===== config.mk =====
export PLATFORM = sky130hd
export DESIGN_NAME = phy_cfg_port
export DESIGN_NICKNAME = d
export VERILOG_FILES = /design/src/rtl/phy_cfg_pkg.sv /design/src/rtl/prg_edge_detect.sv /design/src/rtl/prg_regfile.sv /design/src/rtl/prg_div_stage.sv /design/src/rtl/phy_cfg_port.sv
export SDC_FILE = /design/constraint.sdc
export NUM_CORES = 2
export LEC_CHECK = 0
export ABC_AREA = 1
export BUFFER_PORTS_ARGS = -buffer_cell sky130_fd_sc_hd__buf_2
export CAP_MARGIN = 30
export CELL_PAD_IN_SITES_DETAIL_PLACEMENT = 0
export CELL_PAD_IN_SITES_GLOBAL_PLACEMENT = 2
export CORE_MARGIN = 2
export CORE_UTILIZATION = 42
export DETAILED_ROUTE_END_ITERATION = 7
export PLACE_DENSITY = 0.79
export SLEW_MARGIN = 20
export SYNTH_ARGS = -nofsm -noshare
export SYNTH_HDL_FRONTEND = slang
export SYNTH_SLANG_ARGS = --single-unit

===== constraint.sdc =====
create_clock -name clk -period 2.7 [get_ports clk]
set_input_delay 0.135 -clock clk [delete_from_list [all_inputs] [get_ports clk]]
set_output_delay 0.135 -clock clk [all_outputs]
set_load 0.01 [all_outputs]

===== src/rtl/phy_cfg_pkg.sv =====
package phy_cfg_pkg;

    localparam int CODE_W = 8;
    localparam int DATA_W = 8;

    // codes whose writes feed the divider staging logic
    localparam logic [7:0] CODE_IN_DIV   = 8'h17;
    localparam logic [7:0] CODE_LOOP_DIV = 8'h18;
    localparam logic [7:0] CODE_DIV_CMT  = 8'h19;

    // bit positions inside the written byte
    localparam int HALF_SEL_BIT   = 7;
    localparam int LOOP_CMT_BIT   = 5;
    localparam int IN_CMT_BIT     = 4;

    localparam int LO_W = 5;
    localparam int HI_W = 4;
    localparam int M_W  = LO_W + HI_W;
    localparam int N_W  = 7;

    typedef struct packed {
        logic rise;
        logic fall;
    } prg_edge_t;

    typedef struct packed {
        logic [HI_W-1:0] hi;
        logic [LO_W-1:0] lo;
    } loop_div_t;

    function automatic logic hits(input logic [7:0] code, input logic [7:0] target);
        return code == target;
    endfunction

endpackage


===== src/rtl/prg_edge_detect.sv =====
module prg_edge_detect
    import phy_cfg_pkg::*;
(
    input  logic      clk,
    input  logic      rst,
    input  logic      prg_clk,
    output prg_edge_t ev
);

    logic prg_clk_q;

    always_ff @(posedge clk) begin
        if (rst) prg_clk_q <= 1'b0;
        else     prg_clk_q <= prg_clk;
    end

    always_comb begin
        ev.rise = prg_clk & ~prg_clk_q;
        ev.fall = ~prg_clk & prg_clk_q;
    end

    // a held level never reports a second rising event
    p_single_rise_r9: assert property (@(posedge clk) disable iff (rst)
        ev.rise |=> !ev.rise);

    // a held level never reports a second falling event
    p_single_fall_r9: assert property (@(posedge clk) disable iff (rst)
        ev.fall |=> !ev.fall);

endmodule


===== src/rtl/prg_regfile.sv =====
module prg_regfile
    import phy_cfg_pkg::*;
#(
    parameter int AW = CODE_W,
    parameter int DW = DATA_W
) (
    input  logic          clk,
    input  logic          rst,
    input  logic          clr,
    input  logic          wr_en,
    input  logic [AW-1:0] wr_addr,
    input  logic [DW-1:0] wr_data,
    input  logic [AW-1:0] rd_addr,
    output logic [DW-1:0] rd_data
);

    localparam int NREG = 1 << AW;

    logic [DW-1:0] regs [NREG];

    always_ff @(posedge clk) begin
        if (rst || clr) begin
            for (int i = 0; i < NREG; i++) regs[i] <= '0;
        end else if (wr_en) begin
            regs[wr_addr] <= wr_data;
        end
    end

    assign rd_data = regs[rd_addr];

    // an accepted write is visible at its address one cycle later
    p_write_lands_r3: assert property (@(posedge clk) disable iff (rst)
        (wr_en && !clr) |=> regs[$past(wr_addr)] == $past(wr_data));

endmodule


===== src/rtl/prg_div_stage.sv =====
module prg_div_stage
    import phy_cfg_pkg::*;
(
    input  logic           clk,
    input  logic           rst,
    input  logic           clr,
    input  logic           wr_en,
    input  logic [7:0]     wr_code,
    input  logic [7:0]     wr_data,
    output logic [M_W-1:0] loop_div_m1,
    output logic [N_W-1:0] in_div_n1
);

    loop_div_t      staged_loop;
    loop_div_t      eff_loop;
    logic [N_W-1:0] staged_in;
    logic [N_W-1:0] eff_in;

    always_ff @(posedge clk) begin
        if (rst || clr) begin
            staged_loop <= '0;
            eff_loop    <= '0;
            staged_in   <= '0;
            eff_in      <= '0;
        end else if (wr_en) begin
            if (hits(wr_code, CODE_IN_DIV))
                staged_in <= wr_data[N_W-1:0];
            if (hits(wr_code, CODE_LOOP_DIV)) begin
                if (wr_data[HALF_SEL_BIT]) staged_loop.hi <= wr_data[HI_W-1:0];
                else                       staged_loop.lo <= wr_data[LO_W-1:0];
            end
            if (hits(wr_code, CODE_DIV_CMT)) begin
                if (wr_data[LOOP_CMT_BIT]) eff_loop <= staged_loop;
                if (wr_data[IN_CMT_BIT])   eff_in   <= staged_in;
            end
        end
    end

    assign loop_div_m1 = eff_loop;
    assign in_div_n1   = eff_in;

    // the loop divider output moves only on a commit with bit 5 or a clear
    p_loop_hold_r6: assert property (@(posedge clk) disable iff (rst)
        (!clr && !(wr_en && wr_code == CODE_DIV_CMT && wr_data[LOOP_CMT_BIT]))
        |=> $stable(loop_div_m1));

    // the input divider output moves only on a commit with bit 4 or a clear
    p_in_hold_r7: assert property (@(posedge clk) disable iff (rst)
        (!clr && !(wr_en && wr_code == CODE_DIV_CMT && wr_data[IN_CMT_BIT]))
        |=> $stable(in_div_n1));

    // clear leaves both divider outputs at zero
    p_clr_zero_r8: assert property (@(posedge clk) disable iff (rst)
        clr |=> (loop_div_m1 == '0 && in_div_n1 == '0));

endmodule


===== src/rtl/phy_cfg_port.sv =====
module phy_cfg_port
    import phy_cfg_pkg::*;
#(
    parameter int AW = CODE_W,
    parameter int DW = DATA_W
) (
    input  logic           clk,
    input  logic           rst,
    input  logic           prg_clk,
    input  logic           prg_en,
    input  logic           prg_clr,
    input  logic [7:0]     prg_din,
    output logic [7:0]     prg_dout,
    output logic [M_W-1:0] loop_div_m1,
    output logic [N_W-1:0] in_div_n1
);

    prg_edge_t     ev;
    logic [AW-1:0] code_q;
    logic          wr_en;

    prg_edge_detect u_edge (
        .clk     (clk),
        .rst     (rst),
        .prg_clk (prg_clk),
        .ev      (ev)
    );

    // code capture: falling programming-clock edge with enable high
    always_ff @(posedge clk) begin
        if (rst || prg_clr)        code_q <= '0;
        else if (ev.fall && prg_en) code_q <= prg_din[AW-1:0];
    end

    assign wr_en = ev.rise && !prg_en && !prg_clr;

    prg_regfile #(.AW(AW), .DW(DW)) u_regs (
        .clk     (clk),
        .rst     (rst),
        .clr     (prg_clr),
        .wr_en   (wr_en),
        .wr_addr (code_q),
        .wr_data (prg_din[DW-1:0]),
        .rd_addr (code_q),
        .rd_data (prg_dout)
    );

    prg_div_stage u_div (
        .clk         (clk),
        .rst         (rst),
        .clr         (prg_clr),
        .wr_en       (wr_en),
        .wr_code     (code_q),
        .wr_data     (prg_din),
        .loop_div_m1 (loop_div_m1),
        .in_div_n1   (in_div_n1)
    );

    // the current code changes only on a falling edge with enable high
    p_code_hold_r2: assert property (@(posedge clk) disable iff (rst)
        (!prg_clr && !(ev.fall && prg_en)) |=> $stable(code_q));

    // a rising edge with enable high disturbs neither code nor read data
    p_no_write_en_r4: assert property (@(posedge clk) disable iff (rst)
        (ev.rise && prg_en && !prg_clr) |=> $stable(prg_dout));

endmodule


Yosys cells after proc, flatten, opt, wreduce, memory -nomap -nowiden
Memories as Yosys holds them, arrays and structs flattened. A register that Yosys moved wholly into a read port is not among the register bits. Index checks and enable logic that the tools add are counted.

Bits in latches: 0. Bits in writable memories: 2048. Memories: 1. Bits of input ports: 13. Flip-flop bits (word level): 41. ROM bits: 0.

Memory list: u_regs.regs (depth 256, width 8, rd ports 1, clocked after Yosys merged registers in 1, wr ports 256, line prg_regfile.sv:19) `logic [DW-1:0] regs [NREG];`.

Divide/modulo/power cells: 0. Order comparisons: 0. Add/sub/neg operators: 0. Shift-type cells: 0. Equal/unequal tests: 3. Multipliers: 0. Bitwise gates (word level): 5. Multiplexer cells: 10. Reductions and logical operators: 12.

Operators with widths (count): $mux W8 (4); $eq A8 B5 Y1 const B (3); $reduce_and A3 Y1 (4); $reduce_or A8 Y1 (1); $mux W1 (6); $logic_and A1 B1 Y1 (3); $not A1 Y1 (3); $and A1 B1 Y1 (2); $logic_not A1 Y1 (2); $reduce_and A2 Y1 (1); $logic_or A1 B1 Y1 (1).

Logic depth before layout (Yosys ltp)
Depth after elaboration: 9. Depth in mapped cells: 15. Depth with buffers taken out: 11.

Hierarchy
Synthesis repeated with hierarchy kept, for this count alone.

Cells, all modules: 9814. Area, all modules: 94356.7 µm².

Modules (own cells, without submodules): prg_regfile (sequential area each 61499.0 µm², times used 1, area each 92512.5 µm², cells each 9544); prg_div_stage (sequential area each 640.6 µm², times used 1, area each 1463.9 µm², cells each 212); phy_cfg_port (sequential area each 160.2 µm², times used 1, area each 341.6 µm², cells each 52); prg_edge_detect (sequential area each 20.0 µm², times used 1, area each 38.8 µm², cells each 6).

Worst setup path after synthesis
No wires, ideal clock.

Path type: register to register. Start: register u_edge.prg_clk_q. End: memory u_regs.regs[114][0] (netlist bit), enable pin. Path buffers: 1. Clock period less this slack: 1.949 ns. Stages on the path, launching flop included: 9. Data required time: 2.371 ns. Path slack: 0.751 ns. Arrival: 1.620 ns. Path through: dfxtp_1 > nor2_2 > nand2_2 > nor2_2 > inv_2 > buf_4 > nor3_4 > nand2_2 > nand2_1.

RTL lines: from (decl) (line prg_edge_detect.sv:10) `logic prg_clk_q;`; from (signal assigned) (line prg_edge_detect.sv:14) `else prg_clk_q <= prg_clk;`; to (decl) (line prg_regfile.sv:19).

==> summary.md <==
| Metric | Value |
|---|---|
| Top post-synthesis cells by area | `edfxtp_1 (65%), nand3_1 (11%), nand2_1 (10%)` |
| Outcome | `finished, violations left` |
| Yosys reg bits | `2097` |
| CP max stage delay | `0.41 ns` |
| Boundary pin count | `37` |
| Final Non-Filler Cells | `13200` |
| Layout fillers | `20300` |
| Cell taking the most area after synthesis | `edfxtp_1` |
| CTS buffer count | `226` |
| Violated checks | `negative setup slack` |
| Most common cell after layout, fill and taps aside | `nand2_1` |
| DIE WIDTH | `478 um` |
| Critical path launch point type | `flop` |
| # H-tree levels | `4` |
| F_max | `0.290 GHz` |
| Gate power share | `5.9%` |
| Final Cell Area | `116000 um2` |
| CP cell instances | `buf_12 > clkinv_16 > buf_16 > buf_12 > buf_12 > nand2_1 > nand3_1 > nand3_1 > nand3_1 > nand3_2 > nand3_4 > nand3_4 > nand2_1 > nand2_2 > nand2_4 > buf_6` |
| Req. time, crit path | `2.57 ns` |
| Clock power share | `43.1%` |
| Share of Yosys cell area claimed by the top area cell type | `65.1%` |
| Die H | `478 um` |
| Synth Area in Adders | `0%` |
| Router iterations before antenna repair | `6` |
| Worst clock skew | `0.0624 ns` |
| RSZ-0062 raised after global routing | `true` |
| WL per Instance | `25.9 um` |
| Relative slew slack | `49.8%` |
| Hold Path Class | `in -> reg` |
| Leakage | `0.0459 uW` |
| Top Family by Delay on Critical Path | `simple AND/OR/NAND/NOR gates` |
| Most frequent cells in the layout | `nand2_1 (2488), nor2_1 (2102), edfxtp_1 (2048)` |
| Full die area | `229000 um2` |
| Post-route ant nets | `0` |
| Final setup viols | `8` |
| Routed wl met3 | `26.1 mm` |
| Final period util | `128%` |
| Buffers plus inverters on the worst setup path | `6` |
| Yosys warns | `0` |
| I/O Buffers | `36` |
| DRC Markers | `0` |
| Worst-path fanout max | `15` |
| GRT Total Usage | `29.1%` |
| Slew @ Worst Pin | `0.752 ns` |
| Vias | `74100` |
| Nets | `10100` |
| TritonCTS sink count | `2097` |
| Highest Signal Layer | `met5` |
| Hpwl dp | `211 mm` |
| Worst-Skew Late Latency | `0.89 ns` |
| Netlist Area Pre-Place | `94500 um2` |
| Placer Congestion | `0.881` |
| Seq/Total Area, Yosys | `66.1%` |
| Maximum vdd drop | `709 uV` |
| Psw | `16900 uW` |
| Worst-path clk slew | `0.06 ns` |
| Core area | `224000 um2` |
| Crit. End Element | `primary output` |
| Final Hold Vio Count | `0` |
| Area growth, synth to finish | `22.9%` |
| Pint | `56200 uW` |
| Critical path's slowest cell | `dfxtp_4` |
| DP Area | `103000 um2` |
| Critical setup path kind | `reg -> out` |
| Vias in the first global route | `71600` |
| Synth Area in Compound Gates | `0.334%` |
| Switching share of power | `23.1%` |
| Layout cells sized above 1 | `16.9%` |
| Final Util | `51.8%` |
| Post-Syn Nets | `9724` |
| Row Count | `174` |
| PwrDens | `629 nW/um2` |
| Post-route minimum period | `3.45 ns` |
| Critical Path AT | `3.32 ns` |
| Largest family of logic cells by synthesized area | `simple AND/OR/NAND/NOR gates` |
| Placed cell count | `12700` |
| Grt ovf | `0` |
| DR iter-0 viols | `8549` |
| Metal1 wirelength | `143 mm` |
| Gate Count Post-Synth | `9711` |
| Clock Tree Root | `clkbuf_16` |
| PnR worst setup slack | `-0.753 ns` |
| Synth Area in Simple Gates | `30.1%` |
| Initial antenna violation count | `10` |
| Flop pwr share | `51.0%` |
| Routed wl met2 | `161 mm` |
| First-pass GRT wire length | `488 mm` |
| Total of max-cap violations | `0` |
| Largest net degree at the start of global routing | `85` |
| CTS tree | `yes` |
| Longest Clk Path Bufs | `3` |
| WL final | `343 mm` |
| Vias per cell | `5.60` |
| Yosys cell types | `24` |
| Post-Synth XOR/XNOR Area | `0%` |
| Mux cell area share after synthesis | `0%` |
| Initial Util | `42.2%` |
| Final Max Tran Viols | `0` |
| Mean area per synthesized cell | `9.73 um2` |
[through the flow]
step | total power (uW) | setup TNS (ns) | setup slack (ns) | hold slack, ns
floorplan | 39800 | 0 | 0.751 | 0.207
global placement | 41700 | -2.65 | -0.460 | 0.382
finish | 73100 | -5.78 | -0.753 | 0.168
CTS | 73100 | -6.31 | -0.800 | 0.105
global route | 74900 | -6.37 | -0.825 | 0.193
detailed placement | 41800 | -2.41 | -0.413 | 0.377
[final cells by class]
cell class / count / area, um2 / area share [%]
Clock inverter: 137 / 1340 / 1.15
Sequential cell: 2097 / 62500 / 53.8
Tap cell: 2992 / 3740 / 3.22
Multi-Input combinational cell: 6837 / 31300 / 26.9
Inverter: 48 / 292 / 0.251
Antenna cell: 5 / 12.5 / 0.0108
Timing Repair inverter: 2 / 46.3 / 0.0398
Timing Repair Buffer: 838 / 10900 / 9.39
Clock buffer: 288 / 6110 / 5.26
[timing repair]
| action | 4_1_cts | 5_1_grt |
|---|---|---|
| buffers inserted | 52 | 24 |
| setup endpoints to repair | 8 | 66 |
| hold buffers | 16 | 0 |
| cloned | 43 | 34 |
| pin swaps | 37 | 82 |
| gates resized for setup | 341 | 321 |
| endpoints found under the hold margin | 233 | 0 |
[tightest hold or removal path: cells and delay by family]
family | cells | cell delay [ns]
buf+inv | 2 | 0.69
compound gates | 2 | 0.20
[power groups by stage]
stage	sequential [uW]	combinational (uW)	clock [uW]
floorplan	37800	2010	0
global placement	37900	3800	0
detailed placement	37900	3820	0
CTS	37300	4110	31800
global route	37400	4560	33000
finish	37300	4320	31500
[synth_stat cells (all sizes together)]
cell / number
nor3: 24
nand2: 2609
o21ai: 24
clkbuf: 378
a211oi: 16
a21oi: 15
clkinv: 3
buf: 351
nor2: 2129
nor4: 2
inv: 45
edfxtp: 2048
nand3: 2018
dfxtp: 49
[state kept, by name, indices dropped and copies added, names as in the netlist, named ones only]
signal,cells
u_regs.regs,2048
u_div.loop_div_m1,9
u_div.staged_loop,9
code_q,8
u_div.in_div_n1,7
u_div.staged_in,7
u_edge.prg_clk_q,1
[final timing paths]
| check | from | endpoint | slack [ns] | cells after the start |
|---|---|---|---|---|
| setup / recovery | flop | prg_dout[0] | -0.75 | 16 |
| hold / removal | prg_din[3] | u_div.staged_in[3] | 0.17 | 4 |
| setup reg to reg | u_edge.prg_clk_q | u_regs.regs[130][2] | 0.07 | 9 |
| hold reg to reg | u_div.staged_in[0] | u_div.staged_in[0] | 0.46 | 2 |
[logic make-up after synthesis]
group           Yosys count
buf+inv                 777
simple gates           6782
flops                  2097
compound gates           55
[per-layer routing]
metal / track usage (%) / vias up
met4: 10.8 / 4
li1: - / 33700
met2: 46.5 / 3115
met1: 40.3 / 36700
met3: 4.08 / 548
met5: 0 / -
Note: power is estimated with default switching activity, not from simulation.
